## config.mk

```make
export PLATFORM = sky130hd
export DESIGN_NAME = ecc_err_logger
export DESIGN_NICKNAME = d
export VERILOG_FILES = /design/src/rtl/ecl_pkg.sv /design/src/rtl/ecl_event_decode.sv /design/src/rtl/ecl_diag_select.sv /design/src/rtl/ecl_capture_bank.sv /design/src/rtl/ecc_err_logger.sv
export SDC_FILE = /design/constraint.sdc
export NUM_CORES = 1
export LEC_CHECK = 0
export BUFFER_PORTS_ARGS = -buffer_cell sky130_fd_sc_hd__buf_2
export CORE_ASPECT_RATIO = 0.6
export CORE_MARGIN = 2
export CORE_UTILIZATION = 48
export DETAILED_ROUTE_END_ITERATION = 6
export GPL_TIMING_DRIVEN = 0
export MAX_ROUTING_LAYER = met4
export PLACE_DENSITY = 0.84
export SYNTH_ARGS = -nofsm -noshare
export SYNTH_HDL_FRONTEND = slang
export SYNTH_HIERARCHICAL = 1
export SYNTH_SLANG_ARGS = --single-unit
export TNS_END_PERCENT = 5
```

## constraint.sdc

```tcl
create_clock -name clk -period 3.95 [get_ports clk]
set_input_delay 0.395 -clock clk [delete_from_list [all_inputs] [get_ports clk]]
set_output_delay 0.395 -clock clk [all_outputs]
set_load 0.005 [all_outputs]
```

## src/rtl/ecl_pkg.sv

```systemverilog
package ecl_pkg;

    // Capture lock states of the logger.
    typedef enum logic [1:0] {
        ST_ARMED    = 2'd0,
        ST_HELD_SEC = 2'd1,
        ST_HELD_DED = 2'd2
    } ecl_state_e;

endpackage

```

## src/rtl/ecl_event_decode.sv

```systemverilog
// Gates per-lane error indications with read-valid and ECC enable and
// reduces them to event strobes.
module ecl_event_decode #(
    parameter int LANES = 4
) (
    input  logic             rd_valid,
    input  logic             ecc_en,
    input  logic [LANES-1:0] lane_sec,
    input  logic [LANES-1:0] lane_ded,
    output logic [LANES-1:0] sec_mask,
    output logic [LANES-1:0] ded_mask,
    output logic             sec_hit,
    output logic             ded_hit
);
    logic qualify;
    assign qualify = rd_valid & ecc_en;

    for (genvar k = 0; k < LANES; k++) begin : g_lane
        assign sec_mask[k] = qualify & lane_sec[k];
        assign ded_mask[k] = qualify & lane_ded[k];
    end

    assign sec_hit = |sec_mask;
    assign ded_hit = |ded_mask;
endmodule

```

## src/rtl/ecl_diag_select.sv

```systemverilog
// Picks one half line of raw check bits out of a full line.
module ecl_diag_select #(
    parameter int LANES = 4,
    parameter int SYN_W = 10
) (
    input  logic                     half_sel,
    input  logic [2*LANES*SYN_W-1:0] chk_line,
    output logic [LANES*SYN_W-1:0]   chk_half
);
    for (genvar k = 0; k < LANES; k++) begin : g_lane
        assign chk_half[k*SYN_W +: SYN_W] = half_sel
            ? chk_line[(k+LANES)*SYN_W +: SYN_W]
            : chk_line[k*SYN_W +: SYN_W];
    end
endmodule

```

## src/rtl/ecl_capture_bank.sv

```systemverilog
// Holds the failing-address record and the syndrome words.
module ecl_capture_bank #(
    parameter int LANES = 4,
    parameter int SYN_W = 10,
    parameter int IDX_W = 11,
    parameter int SET_W = 3
) (
    input  logic                   clk,
    input  logic                   rst_n,
    input  logic                   load_fault,
    input  logic                   load_diag,
    input  logic [IDX_W-1:0]       in_idx,
    input  logic [SET_W-1:0]       in_set,
    input  logic [LANES-1:0]       in_mask,
    input  logic [LANES*SYN_W-1:0] in_syn,
    input  logic [LANES*SYN_W-1:0] in_chk,
    output logic [IDX_W-1:0]       q_idx,
    output logic [SET_W-1:0]       q_set,
    output logic [LANES-1:0]       q_mask,
    output logic [LANES*SYN_W-1:0] q_syn
);
    always_ff @(posedge clk) begin
        if (!rst_n) begin
            q_idx  <= '0;
            q_set  <= '0;
            q_mask <= '0;
        end else if (load_fault) begin
            q_idx  <= in_idx;
            q_set  <= in_set;
            q_mask <= in_mask;
        end
    end

    always_ff @(posedge clk) begin
        if (!rst_n) begin
            q_syn <= '0;
        end else if (load_fault) begin
            q_syn <= in_syn;
        end else if (load_diag) begin
            q_syn <= in_chk;
        end
    end
endmodule

```

## src/rtl/ecc_err_logger.sv

```systemverilog
// ECC error capture logger: sticky flags, asymmetric capture priority,
// diagnostic raw check-bit capture.
module ecc_err_logger
    import ecl_pkg::*;
#(
    parameter int LANES = 4,
    parameter int SYN_W = 10,
    parameter int IDX_W = 11,
    parameter int SET_W = 3,
    localparam int SYN_ALL = LANES * SYN_W,
    localparam int HALF_W  = SYN_ALL / 2
) (
    input  logic                 clk,
    input  logic                 rst_n,
    input  logic                 cfg_ecc_en,
    input  logic                 cfg_sec_ie,
    input  logic                 cfg_ded_ie,
    input  logic                 cfg_half_sel,
    input  logic                 cfg_diag_en,
    input  logic                 clr_sec,
    input  logic                 clr_ded,
    input  logic                 rd_valid,
    input  logic [LANES-1:0]     rd_sec,
    input  logic [LANES-1:0]     rd_ded,
    input  logic [SYN_ALL-1:0]   rd_syn,
    input  logic [IDX_W-1:0]     rd_idx,
    input  logic [SET_W-1:0]     rd_set,
    input  logic                 diag_load,
    input  logic [2*SYN_ALL-1:0] diag_chk,
    output logic                 sec_flag,
    output logic                 ded_flag,
    output logic [IDX_W-1:0]     fail_idx,
    output logic [SET_W-1:0]     fail_set,
    output logic [LANES-1:0]     fail_mask,
    output logic [HALF_W-1:0]    syn_lo,
    output logic [HALF_W-1:0]    syn_hi,
    output logic                 irq
);
    ecl_state_e state_q, state_d;

    logic [LANES-1:0]   sec_mask, ded_mask;
    logic               sec_hit, ded_hit;
    logic [SYN_ALL-1:0] chk_half;
    logic [SYN_ALL-1:0] syn_q;
    logic               sec_q, ded_q, sec_d, ded_d;
    logic               cap_fault, cap_diag;
    logic [LANES-1:0]   cap_mask;

    ecl_event_decode #(.LANES(LANES)) u_decode (
        .rd_valid (rd_valid),
        .ecc_en   (cfg_ecc_en),
        .lane_sec (rd_sec),
        .lane_ded (rd_ded),
        .sec_mask (sec_mask),
        .ded_mask (ded_mask),
        .sec_hit  (sec_hit),
        .ded_hit  (ded_hit)
    );

    ecl_diag_select #(.LANES(LANES), .SYN_W(SYN_W)) u_diag (
        .half_sel (cfg_half_sel),
        .chk_line (diag_chk),
        .chk_half (chk_half)
    );

    // Sticky flags: a new event of a kind beats a clear of that kind.
    assign sec_d = (sec_q & ~clr_sec) | sec_hit;
    assign ded_d = (ded_q & ~clr_ded) | ded_hit;

    // State register.
    always_ff @(posedge clk) begin
        if (!rst_n) begin
            state_q <= ST_ARMED;
            sec_q   <= 1'b0;
            ded_q   <= 1'b0;
        end else begin
            state_q <= state_d;
            sec_q   <= sec_d;
            ded_q   <= ded_d;
        end
    end

    // Next state and capture decision.
    always_comb begin
        state_d   = state_q;
        cap_fault = 1'b0;
        cap_mask  = sec_mask;
        unique case (state_q)
            ST_ARMED: begin
                if (ded_hit) begin            // ARM_TO_DED
                    cap_fault = 1'b1;
                    cap_mask  = ded_mask;
                    state_d   = ST_HELD_DED;
                end else if (sec_hit) begin   // ARM_TO_SEC
                    cap_fault = 1'b1;
                    cap_mask  = sec_mask;
                    state_d   = ST_HELD_SEC;
                end
            end
            ST_HELD_SEC: begin
                if (ded_hit) begin            // SEC_TO_DED
                    cap_fault = 1'b1;
                    cap_mask  = ded_mask;
                    state_d   = ST_HELD_DED;
                end else if (!sec_d) begin    // SEC_TO_ARM
                    state_d   = ST_ARMED;
                end
            end
            ST_HELD_DED: begin
                if (!ded_d) begin             // DED_TO_SEC / DED_TO_ARM
                    state_d = sec_d ? ST_HELD_SEC : ST_ARMED;
                end
            end
            default: state_d = ST_ARMED;
        endcase
    end

    assign cap_diag = ~cfg_ecc_en & cfg_diag_en & diag_load;

    ecl_capture_bank #(
        .LANES(LANES), .SYN_W(SYN_W), .IDX_W(IDX_W), .SET_W(SET_W)
    ) u_bank (
        .clk        (clk),
        .rst_n      (rst_n),
        .load_fault (cap_fault),
        .load_diag  (cap_diag),
        .in_idx     (rd_idx),
        .in_set     (rd_set),
        .in_mask    (cap_mask),
        .in_syn     (rd_syn),
        .in_chk     (chk_half),
        .q_idx      (fail_idx),
        .q_set      (fail_set),
        .q_mask     (fail_mask),
        .q_syn      (syn_q)
    );

    // Outputs.
    always_comb begin
        sec_flag = sec_q;
        ded_flag = ded_q;
        syn_lo   = syn_q[HALF_W-1:0];
        syn_hi   = syn_q[SYN_ALL-1:HALF_W];
        irq      = (sec_q & cfg_sec_ie) | (ded_q & cfg_ded_ie);
    end
endmodule

```

==> impl_metrics.csv <==
group,metric,value,unit
run_status,outcome,"complete, no violations",
clock_network,clk_latency,310,ps
power,p_leak,0.00288,uW
synth,syn_avg_cell_area,11.6,um^2
clock_network,cts_made_buffers,9,
global_route,grt_pass1_wl,16200,um
placed_design,port_buffers,212,
clock_network,cts-root-buf,"clkbuf_16",
global_route,grt_usage,0.255,
final_layout,layout_common_cells,"buf_2 (218), dfxtp_1 (62), mux2_2 (44)",
final_layout,syn_to_final_growth,40.4,%
clock_network,cts_tree,"yes",
floorplanning,num_rows,24,
sta,rsz0062_at_grt,"no",
synth,synth_top_area_frac,0.337,
power,p_per_area,372,nW/um^2
sta,tns,0,ps
sta,finClkSkew,8.01,ps
clock_network,post_cts_resized,0,
critical_path,worstSetupPathType,"in2reg",
power,vdd_drop_max,0.326,mV
routing,dr_total_vias,3266,
floorplanning,die_w,117,um
power,total_power,1930,uW
synth,seq_area_frac_synth,0.337,
sta,period_needed,1780,ps
synth,synth_cells,318,
floorplanning,fp.dieArea,8420,um^2
synth,yosys_register_bits,62,
final_layout,antenna_cells,0,
synth,yosysWarnings,6,
routing,vias_per_cell,5.02,
routing,drt_iter0_drc,121,
synth,syn-num-nets,471,
floorplanning,core_area,7360,um^2
final_layout,nNetsFinal,694,
sta,clock.fmax,0.563,GHz
final_layout,drive_gt1_frac,0.617,
routing,drc,0,
routing,routed_wl,10400,um
global_route,grt_pass1_vias,3421,
routing,wl_per_cell,16.1,um
routing,dr.pass1.iters,4,
placed_design,gp_congestion,0.863,
clock_network,clockBufferDepth,2,
critical_path,arrival,1970,ps
critical_path,worstSetupStartpointType,"primary input",
routing,ant_nets,0,
floorplanning,initial_core_util,0.501,
synth,ys_types,27,
sta,maxSlewHeadroom,0.655,
sta,final-setup-viol-count,0,
synth,syn-cell-area,3690,um^2
sta,worst_pin_slew,517,ps
sta,slew_viol_final,0,
global_route,antenna_found_initial,0,
sta,fin_crit_sh,0.450,
placed_design,post-dp-hpwl,8180,um
synth,synth.largest_area_cell,"dfxtp_1",
floorplanning,ios,214,
synth,yosys-top-cells-area,"dfxtp_1 (34%), mux2_4 (16%), mux2_2 (13%)",
placed_design,placed_cells_incl_taps,634,
global_route,grt_max_degree,13,
clock_network,h-tree-depth,3,
clock_network,clock-sinks,62,
critical_path,crit_fanout,10,
critical_path,endpoint_kind,"register",
final_layout,final_common_cell,"buf_2",
critical_path,cp.required,4150,ps
clock_network,holdBufCountCts,0,
clock_network,postCtsSetupBuffers,0,
clock_network,clkTransAtPathRegs,60,ps
global_route,gr-total-overflow,0,
sta,finalHoldViolCount,0,
final_layout,instances_no_fill,650,
sta,hold_slack,341,ps
floorplanning,die_y,71.9,um
job,drv_cap,0,
hold_path,hp-class,"in2reg",
power breakdown:
group          switching, uW  internal [uW]
Sequential              29.0            681
Combinational            172            265
Clock                    289            489
Total                    491           1430
worst max-delay path, cell delays in order:
cell and delay [ps]:
buf_2 160, nand2_1 80, nor2_1 250, a21oi_1 70
nor2_1 90, buf_4 170, clkbuf_1 330, or2b_1 290
o211a_1 140
path summary, 6_finish.rpt:
kind / startpoint / endpoint / cells after the start / slack [ps]
worst max-delay path: cfg_ecc_en / u_bank/q_syn[18]$_SDFFE_PN0P_ / 9 / 2170
worst min register to register: u_bank/q_idx[10]$_SDFFE_PN0P_ / u_bank/q_idx[10]$_SDFFE_PN0P_ / 2 / 520
worst max register to register: state_q[0]$_SDFFE_PN0P_ / u_bank/q_syn[18]$_SDFFE_PN0P_ / 7 / 2390
worst min-delay path: rd_set[2] / u_bank/q_set[2]$_SDFFE_PN0P_ / 3 / 340
layer usage:
| layer | GRT usage | wire [um] | up-vias |
|---|---|---|---|
| li1 | - | - | 1593 |
| met1 | 0.293 | 4450 | 1535 |
| met2 | 0.468 | 5320 | 128 |
| met3 | 0.0485 | 576 | 10 |
| met4 | 0.0444 | 87 | 0 |
| met5 | - | 0 | - |
cell type report:
cell class                      instances  area [um^2]
Inverter                                1         3.75
Sequential cell                        62         1240
Clock buffer                            9          225
Clock inverter                          7         75.1
Fill cell                             584         2180
Timing Repair Buffer                  212         1060
Buffer                                 25          173
Multi-Input combinational cell        230         2270
Tap cell                              104          130
state kept, by name, summed over array words and instances (netlist names):
| register | cells |
|---|---|
| u_bank/q_set | 3 |
| u_bank/q_syn | 40 |
| ded_flag | 1 |
| state_q | 2 |
| u_bank/q_idx | 11 |
| u_bank/q_mask | 4 |
| sec_flag | 1 |
Yosys cell counts (all sizes together):
cell type / count
dfxtp: 62
mux2: 84
nor2: 4
nand2b: 19
nand2: 3
and2b: 1
a21oi: 2
and3: 8
nor3: 1
or2b: 21
or2: 1
inv: 1
o21a: 2
nand3b: 1
mux2i: 18
o211a: 41
buf: 17
nor2b: 20
and2: 1
a22o: 1
clkbuf: 8
nor4: 2
metrics by stage:
step,utilization,worst slack (ps),area (um^2)
after CTS,0.704,2170,5180
after global placement,0.663,1880,4880
after detailed placement,0.663,1840,4880
after floorplan,-,2240,3690
final,0.704,2170,5180
after global routing,0.704,1980,5180
logic make-up (layout without fill, tap and decap cells):
kind of cell,count (synthesis),in the layout,share of synthesized area
and+or+nand+nor,82,82,0.149
AOI/OAI and AO/OA,46,46,0.120
buffers and inverters,26,254,0.0478
DFF,62,62,0.337
muxes,102,102,0.346
Note: power is estimated with default switching activity, not from simulation.
